`config.mk`:
```
export PLATFORM = sky130hd
export DESIGN_NAME = stkalu_top
export DESIGN_NICKNAME = d
export VERILOG_FILES = /design/src/rtl/stkalu_pkg.sv /design/src/rtl/stkalu_operand_sel.sv /design/src/rtl/stkalu_core.sv /design/src/rtl/stkalu_top.sv
export SDC_FILE = /design/constraint.sdc
export NUM_CORES = 1
export LEC_CHECK = 0
export BUFFER_PORTS_ARGS = -buffer_cell sky130_fd_sc_hd__buf_2
export CAP_MARGIN = 10
export CORE_MARGIN = 2
export CORE_UTILIZATION = 66
export CTS_BUF_LIST = sky130_fd_sc_hd__clkbuf_16
export DETAILED_ROUTE_END_ITERATION = 7
export GPL_TIMING_DRIVEN = 0
export PLACE_DENSITY_LB_ADDON = 0.1
export SLEW_MARGIN = 5
export SYNTH_ARGS = -nofsm -noshare
export SYNTH_HDL_FRONTEND = slang
export SYNTH_SLANG_ARGS = --single-unit
```
`constraint.sdc`:
```
create_clock -name clk -period 11.8 [get_ports clk]
set_input_delay 2.36 -clock clk [delete_from_list [all_inputs] [get_ports clk]]
set_output_delay 2.36 -clock clk [all_outputs]
set_load 0.05 [all_outputs]
```
`src/rtl/stkalu_pkg.sv`:
```
package stkalu_pkg;

    typedef enum logic [1:0] {
        IMM_UNS,
        IMM_SGN,
        IMM_OFS
    } imm_kind_e;

    typedef enum logic {
        ST_IDLE,
        ST_LOADED
    } out_state_e;

    localparam logic [3:0] ALU_CLASS = 4'b0001;
    localparam int         LOW_KEEP  = 12;

    // How the 5-bit field is read, chosen by the operator
    function automatic imm_kind_e imm_kind_of(input logic [4:0] op);
        imm_kind_e k;
        if (op < 5'd12) begin
            k = op[0] ? IMM_OFS : IMM_UNS;
        end else begin
            unique case (op)
                5'd13, 5'd15, 5'd16, 5'd18, 5'd24: k = IMM_SGN;
                default:                           k = IMM_UNS;
            endcase
        end
        return k;
    endfunction

endpackage

```
`src/rtl/stkalu_operand_sel.sv`:
```
module stkalu_operand_sel
    import stkalu_pkg::*;
#(
    parameter int DATA_W = 16
) (
    input  logic [4:0]        op,
    input  logic [4:0]        field,
    input  logic [DATA_W-1:0] second,
    output logic [DATA_W-1:0] operand_b,
    output logic              use_imm
);

    localparam int EXT_W = DATA_W - 5;

    logic [DATA_W-1:0] imm_u;
    logic [DATA_W-1:0] imm_s;
    logic [DATA_W-1:0] imm_o;

    always_comb begin
        imm_u   = {{EXT_W{1'b0}}, field};
        imm_s   = {{EXT_W{field[4]}}, field};
        imm_o   = {{EXT_W{~field[4]}}, ~field[4], field[3:0]};
        use_imm = (field != 5'd0);
        if (!use_imm) begin
            operand_b = second;
        end else begin
            unique case (imm_kind_of(op))
                IMM_SGN: operand_b = imm_s;
                IMM_OFS: operand_b = imm_o;
                default: operand_b = imm_u;
            endcase
        end
    end

endmodule

```
`src/rtl/stkalu_core.sv`:
```
module stkalu_core
    import stkalu_pkg::*;
#(
    parameter int DATA_W = 16
) (
    input  logic [4:0]        op,
    input  logic              use_imm,
    input  logic [DATA_W-1:0] a,
    input  logic [DATA_W-1:0] b,
    output logic [DATA_W-1:0] hi,
    output logic [DATA_W-1:0] lo,
    output logic              reserved
);

    localparam int SHW = $clog2(DATA_W);
    localparam int DW2 = 2 * DATA_W;
    localparam int UPW = DATA_W - LOW_KEEP;

    logic              rev;
    logic [DATA_W-1:0] p, q;
    logic [DATA_W:0]   sum_w, diff_w;
    logic              flag;
    logic [DW2-1:0]    uprod, sprod;
    logic [SHW-1:0]    sh;
    logic              big;
    logic [DATA_W-1:0] asr_v;

    always_comb begin
        rev    = (op < 5'd12) && op[0];
        p      = rev ? b : a;
        q      = rev ? a : b;
        sum_w  = {1'b0, p} + {1'b0, q};
        diff_w = {1'b0, p} - {1'b0, q};
        uprod  = {{DATA_W{1'b0}}, a} * {{DATA_W{1'b0}}, b};
        sprod  = {{DATA_W{a[DATA_W-1]}}, a} * {{DATA_W{b[DATA_W-1]}}, b};
        sh     = b[SHW-1:0];
        big    = |b[DATA_W-1:SHW];
        asr_v  = $signed(a) >>> sh;
        flag   = 1'b0;
        hi       = '0;
        lo       = '0;
        reserved = 1'b0;
        unique case (op)
            5'd0, 5'd1: begin
                hi = {{(DATA_W-1){1'b0}}, sum_w[DATA_W]};
                lo = sum_w[DATA_W-1:0];
            end
            5'd2, 5'd3: begin
                hi = {DATA_W{diff_w[DATA_W]}};
                lo = diff_w[DATA_W-1:0];
            end
            5'd4, 5'd5: begin
                flag = op[0] ? ($signed(p) < $signed(q)) : (p < q);
                lo   = {DATA_W{flag}};
            end
            5'd6, 5'd7: begin
                flag = op[0] ? ($signed(p) > $signed(q)) : (p > q);
                lo   = {DATA_W{flag}};
            end
            5'd8, 5'd9:   lo = {DATA_W{p == q}};
            5'd10, 5'd11: lo = {DATA_W{p != q}};
            5'd12, 5'd13: {hi, lo} = uprod;
            5'd14, 5'd15: {hi, lo} = sprod;
            5'd16: lo = a & b;
            5'd17: lo = a | b;
            5'd18: lo = a ^ b;
            5'd20: lo = big ? '0 : (a >> sh);
            5'd21: lo = big ? '0 : (a << sh);
            5'd22: lo = big ? {DATA_W{a[DATA_W-1]}} : asr_v;
            5'd24: lo = use_imm ? {b[UPW-1:0], a[LOW_KEEP-1:0]}
                                : {a[UPW-1:0], b[LOW_KEEP-1:0]};
            default: reserved = 1'b1;
        endcase
    end

endmodule

```
`src/rtl/stkalu_top.sv`:
```
module stkalu_top
    import stkalu_pkg::*;
#(
    parameter int DATA_W = 16
) (
    input  logic              clk,
    input  logic              rst_n,
    input  logic              in_valid,
    input  logic [15:0]       instr,
    input  logic [DATA_W-1:0] op_first,
    input  logic [DATA_W-1:0] op_second,
    output logic              out_valid,
    output logic [DATA_W-1:0] res_hi,
    output logic [DATA_W-1:0] res_lo,
    output logic              keep_hi,
    output logic              illegal_op
);

    out_state_e        st_q, st_d;
    logic [4:0]        op;
    logic [DATA_W-1:0] operand_b;
    logic              use_imm;
    logic [DATA_W-1:0] core_hi, core_lo;
    logic              core_rsv;
    logic              class_ok;
    logic              bad;
    logic              unused_bits;

    assign op          = instr[9:5];
    assign class_ok    = (instr[14:11] == ALU_CLASS);
    assign bad         = !class_ok || core_rsv;
    assign unused_bits = instr[15];

    stkalu_operand_sel #(.DATA_W(DATA_W)) u_sel (
        .op        (op),
        .field     (instr[4:0]),
        .second    (op_second),
        .operand_b (operand_b),
        .use_imm   (use_imm)
    );

    stkalu_core #(.DATA_W(DATA_W)) u_core (
        .op       (op),
        .use_imm  (use_imm),
        .a        (op_first),
        .b        (operand_b),
        .hi       (core_hi),
        .lo       (core_lo),
        .reserved (core_rsv)
    );

    // state register
    always_ff @(posedge clk) begin
        if (!rst_n) st_q <= ST_IDLE;
        else        st_q <= st_d;
    end

    always_comb begin
        unique case (st_q)
            ST_IDLE:   st_d = in_valid ? ST_LOADED : ST_IDLE;
            ST_LOADED: st_d = in_valid ? ST_LOADED : ST_IDLE;
            default:   st_d = ST_IDLE;
        endcase
    end

    // output registers
    always_ff @(posedge clk) begin
        if (!rst_n) begin
            res_hi     <= '0;
            res_lo     <= '0;
            keep_hi    <= 1'b0;
            illegal_op <= 1'b0;
        end else if (in_valid) begin
            res_hi     <= bad ? '0 : core_hi;
            res_lo     <= bad ? '0 : core_lo;
            keep_hi    <= !instr[10];
            illegal_op <= bad;
        end
    end

    assign out_valid = (st_q == ST_LOADED);

    AST_LOAD_NEXT: assert property (@(posedge clk) disable iff (!rst_n)
        in_valid |=> out_valid);
    AST_IDLE_HOLD: assert property (@(posedge clk) disable iff (!rst_n)
        !in_valid |=> (!out_valid && $stable(res_lo) && $stable(res_hi)));
    AST_KEEP_FLAG: assert property (@(posedge clk) disable iff (!rst_n)
        in_valid |=> (keep_hi == !$past(instr[10])));
    AST_FOREIGN_CLASS: assert property (@(posedge clk) disable iff (!rst_n)
        (in_valid && instr[14:11] != 4'b0001) |=> illegal_op);
    AST_ILLEGAL_ZERO: assert property (@(posedge clk) disable iff (!rst_n)
        illegal_op |-> (res_hi == '0 && res_lo == '0));
    AST_CMP_SHAPE: assert property (@(posedge clk) disable iff (!rst_n)
        (in_valid && class_ok && op >= 5'd4 && op <= 5'd11)
        |=> (res_hi == '0 && (res_lo == '0 || res_lo == '1)));

endmodule

```
# Word level (Yosys, flattened, before mapping)
# Index checks and enable logic that the tools add are counted.
# Widths: inputs -> output; s select.
totals:
  regBits: 35
op_classes:
  muxes: 20
  n_shift: 3
  n_reduce_logical: 17
  n_eq_ne: 27
  bitwise: 4
  multipliers: 2
  order_cmp: 5
  addsub: 2
op_table:
  columns: ["op", "n"]
  rows:
  - ["$pmux 16 s15", 1]
  - ["$mux 16", 9]
  - ["$mul 16x16->32", 2]
  - ["$pmux 16 s4", 1]
  - ["$eq 5x4->1 const B", 8]
  - ["$eq 5x5->1 const B", 7]
  - ["$gt 16x16->1", 2]
  - ["$lt 16x16->1", 2]
  - ["$pmux 16 s2", 1]
  - ["$reduce_or 23->1", 1]
  - ["$eq 5x3->1 const B", 4]
  - ["$add 16x16->17", 1]
  - ["$sub 16x16->17", 1]
  - ["$and 16x16->16", 1]
  - ["$eq 16x16->1", 1]
  - ["$ne 16x16->1", 1]
  - ["$or 16x16->16", 1]
  - ["$reduce_or 2->1", 8]
  - ["$shl 16x4->16", 1]
  - ["$shr 16x4->16", 1]
  - ["$sshr 16x4->16", 1]
  - ["$xor 16x16->16", 1]
  - ["$reduce_or 12->1", 1]
  - ["$eq 5x2->1 const B", 2]
  - ["other kinds (14)", 21]

# Longest topological paths before layout
logic_depth:
  depth_word: 13
  depth_mapped: 32
  ltp_nobuf: 29

# By module
# A second synthesis with hierarchy kept.
unflattened:
  cells_unflattened: 2582
  area_unflattened_um2: 21069.0
by_module_without_submodules:
  columns: ["module", "cells_per_inst", "area_each_um2", "n_inst", "seq_area_each_um2"]
  rows:
  - ["stkalu_core", 2395, 19243.5, 1, 0.0]
  - ["stkalu_top", 155, 1597.8, 1, 700.7]
  - ["stkalu_operand_sel", 32, 227.7, 1, 0.0]

# Worst setup path before layout
# OpenSTA, ideal clock, no wires.
synth_timing:
  path_type: "input to register"
  start: "input port instr[4]"
  end: "register res_hi[15]"
  t_arrival_ns: 9.403
  required_time_ns: 11.675
  n_path_buf: 5
  setup_time_ns: 0.125
  path_stages: 29
  setup_slack_ns: 2.272
  cell_sequence: "nor3_2 -> and2_1 -> clkbuf_1 -> a211o_1 -> clkbuf_1 -> o21a_1 -> clkbuf_1 -> buf_1 -> nand2_1 -> fa_1 -> fa_1 -> fa_1 -> inv_1 -> fa_1 -> fa_1 -> inv_1 -> fa_1 -> inv_1 -> ha_1 -> clkbuf_1 -> and4_1 -> and3_1 -> a31o_2 -> a21oi_1 -> o21ai_0 -> a211oi_1 -> o21a_1 -> nor3_1 -> o41a_1"
synth_via:
  elab_chain_len: 7
  word_cells_on_any_way: 11
synth_lines:
  columns: ["item", "line_no", "text"]
  rows:
  - ["start: declaration", "stkalu_top.sv:9", "input logic [15:0] instr,"]
  - ["$not 1->1", "stkalu_operand_sel.sv:22", "imm_o = {{EXT_W{~field[4]}}, ~field[4], field[3:0]};"]
  - ["$pmux 16 s2", "stkalu_operand_sel.sv:27", "unique case (imm_kind_of(op))"]
  - ["$mux 16 *", "stkalu_operand_sel.sv:24", "if (!use_imm) begin"]
  - ["parallel branches: the longest is 2 deep, another holds $mul 16x16->32", null, null]
  - ["$pmux 16 s4 *", "stkalu_core.sv:43", "unique case (op)"]
  - ["$mux 16 *", "stkalu_top.sv:74", "res_hi <= bad ? '0 : core_hi;"]
  - ["end signal: assignment", "stkalu_top.sv:74", null]
  - ["end: declaration", "stkalu_top.sv:13", "output logic [DATA_W-1:0] res_hi,"]
# Mark *: on every way between the ends.
# A chain may end at the register's enable or synchronous reset.

# Worst setup path after layout
layout_timing:
  start: "input port instr[4]"
  end: "register res_lo[15]"
layout_via:
  elab_chain_len: 8
  word_cells_on_any_way: 31
layout_lines:
  columns: ["item", "line_no", "text"]
  rows:
  - ["parallel branches: the longest is 6 deep, another holds $mul 16x16->32", null, null]
  - ["$pmux 16 s15 *", "stkalu_core.sv:43", null]
  - ["$mux 16 *", "stkalu_top.sv:75", "res_lo <= bad ? '0 : core_lo;"]
  - ["end signal: assignment", "stkalu_top.sv:75", null]
  - ["end: declaration", "stkalu_top.sv:14", "output logic [DATA_W-1:0] res_lo,"]
# Marked as above.

==> impl_metrics.json <==
{
  "insertedDiodeCount": 0,
  "fmax_ghz": 0.0874,
  "ir_worst_vdd_mv": 0.909,
  "antenna_found_initial": 5,
  "path_class": "input pin to register",
  "finalSetupViolCount": 0,
  "routabilityCongestion": 1.16,
  "synth_top_family_by_area": "adder cells",
  "failed_checks": "design-rule violations",
  "port_buffers": 83,
  "layout-drive-gt1-share": 0.0618,
  "final_common_cell": "inv_1",
  "rows": 65,
  "fin_tns_setup_ns": 0,
  "viasPerCell": 6.87,
  "clock_latency_ns": 0.31,
  "cts_sinks": 35,
  "ys_seq_elements": 35,
  "ant_nets": 0,
  "drc": 56,
  "finalCritPeriodShare": 0.970,
  "clockRootBuffer": "clkbuf_16",
  "worst_slack_ns": 0.360,
  "syn_avg_cell_area_um2": 8.10,
  "min-delay-start": "res_hi[9]",
  "cts_resized": 0,
  "reg2reg_to": "res_lo[14]",
  "critPathMaxStageDelay_ns": 0.70,
  "path_clk_slew_ns": 0.06,
  "r2r_setup_slack_ns": 8.76,
  "min_path_cells": 2,
  "rsz0062_at_grt": "false",
  "power.density_nw_per_um2": 303,
  "synth_fa_ha_area_frac": 0.471,
  "area_growth_pct": 5.22,
  "async_flop_share": 0,
  "routed_wl_um": 88000,
  "drtPass1Iterations": 8,
  "track_usage": 0.536,
  "rr_worst_depth": 7,
  "worstPathMaxFanout": 10,
  "crit_family": "adder cells",
  "cts_max_level": 2,
  "end_kind": "register",
  "overflow": 0,
  "synthCells": 2625,
  "placed_area_um2": 22200,
  "die_h_um": 183,
  "critPathLaunchType": "input pin",
  "reg2reg_from": "res_lo[14]",
  "syn-num-nets": 3255,
  "hold_violations": 0,
  "drtIter0Drc": 2900,
  "outcome": "complete, but fails checks",
  "fp.dieArea_um2": 33600,
  "slew_headroom": 0.112,
  "grt_start_max_net_pins": 13,
  "yosys.area_share.simple": 0.144,
  "stdcell_area_um2": 22400,
  "num-fill-cells": 2445,
  "die_w_um": 183,
  "power.leakage_nw": 11.0,
  "routedWlPerCell_um": 28.2,
  "first_global_vias": 22166,
  "ioPinCount": 86,
  "synth_edf_count": 0,
  "hold_class": "register to register",
  "yosys_warnings": 0,
  "post-cts-setup-buffers": 0,
  "yosysSeqAreaShare": 0.0330,
  "cts_buffer_depth": 2,
  "hpwl_um": 71700,
  "synth_xor_area_frac": 0.0284,
  "ys_types": 89,
  "cts_tree": "yes",
  "vias": 21453,
  "final_cell_mix": "inv_1, fa_1, nand2_1",
  "max_cap_violations": 0,
  "finClkSkew_ns": 0,
  "crit_path_frequent_cell": "inv_1",
  "grt_pass1_wl_um": 131000,
  "cts_made_buffers": 5,
  "nNetsFinal": 3349,
  "pre_cts_ws_ns": 0.413,
  "synth-main-ff-cell": "dfxtp_1",
  "worstPathArrival_ns": 11.61,
  "min_period_ns": 11.44,
  "slew_viol_final": 0,
  "muxShareOfSynthArea": 0.0343,
  "worst_pin_slew_ns": 1.33,
  "hold_end": "res_hi[9]",
  "syn_area_um2": 21300,
  "start_util": 0.672,
  "core_um2": 31600,
  "crit_required_ns": 11.97,
  "crit_buf_inv": 11,
  "crit_slowest_cell": "a311oi_1",
  "synth-compound-area-share": 0.169,
  "hold_buffers": 0
}
-- logic make-up after synthesis --
family | count (synthesis)
xor gates and xnor gates | 69
AOI/OAI and AO/OA | 535
muxes | 54
adders and majority gates | 579
DFF | 35
and+or+nand+nor | 687
buffers and inverters | 666
-- worst max path at each step --
stage                         from          to  slack [ns]  depth (start not counted)
after floorplan           instr[4]  res_hi[15]        2.27                         29
after global placement    instr[4]   res_hi[7]        0.63                         30
after detailed placement  instr[4]   res_hi[7]        0.41                         30
after CTS                 instr[4]   res_hi[7]        0.71                         30
after global routing      instr[4]   res_hi[7]        0.17                         30
final                     instr[4]  res_lo[15]        0.36                         31
-- routing by layer --
layer / routed length (µm) / track usage / vias up
li1: - / - / 8695
met1: 28200 / 0.593 / 10164
met2: 36500 / 0.784 / 1917
met3: 13100 / 0.231 / 669
met4: 10200 / 0.476 / 8
met5: 49 / 0.0119 / -
-- layout make-up --
class | count | area (µm²) | area share
clock inverter | 3 | 12.5 | 0.000560
inverter | 538 | 2020 | 0.0903
sequential | 35 | 701 | 0.0313
timing repair buffer | 87 | 452 | 0.0202
tap | 402 | 503 | 0.0225
multi-input combinational | 1924 | 18000 | 0.806
buffer | 128 | 534 | 0.0239
clock buffer | 5 | 125 | 0.00560
-- sequential cells by signal (all words and copies together), names as in the netlist --
signal / count
illegal_op: 1
res_hi: 16
out_valid: 1
res_lo: 16
keep_hi: 1
-- per-stage QoR --
step	hold WS (ns)	instances	util	power, mW
2_1_floorplan	0.671	2625	-	4.31
3_5_place_dp	0.442	3112	0.702	6.17
5_1_grt	0.482	3122	0.707	7.15
3_3_place_gp	0.436	3110	0.701	5.87
6_report	0.462	3122	0.707	6.78
4_1_cts	0.456	3120	0.706	6.37
-- worst min-delay path, stage by stage, from the launching register on --
cell     delay (ns)
dfxtp_1        0.33
nand2_1        0.05
o21ai_0        0.05
-- where the power goes --
group | internal (mW) | switching [mW]
Sequential | 0.119 | 0.000699
Combinational | 2.35 | 4.16
Clock | 0.0766 | 0.0630
Total | 2.55 | 4.23
-- cells in the mapped netlist, types with 12 or more instances --
library cell	count	share of area
dfxtp_1	35	0.033
mux4_2	15	0.016
nand3_1	16	0.0038
a21oi_1	123	0.029
or3_1	13	0.0038
and3_1	12	0.0035
nor2b_1	35	0.010
mux2i_1	38	0.018
nand2_1	280	0.049
clkbuf_1	92	0.016
buf_1	18	0.0032
nor2_1	217	0.038
nor3_1	31	0.0073
a21o_1	38	0.013
nand2b_1	22	0.0065
buf_2	13	0.0031
o221ai_1	17	0.0070
a31oi_1	25	0.0074
a211oi_1	21	0.0074
a221oi_1	16	0.0066
o22ai_1	16	0.0047
fa_1	368	0.35
xor2_1	20	0.0082
o21a_1	19	0.0067
xnor2_1	49	0.020
ha_1	211	0.12
inv_1	529	0.093
o21ai_0	136	0.032
Power figures use the tool's default switching activity.
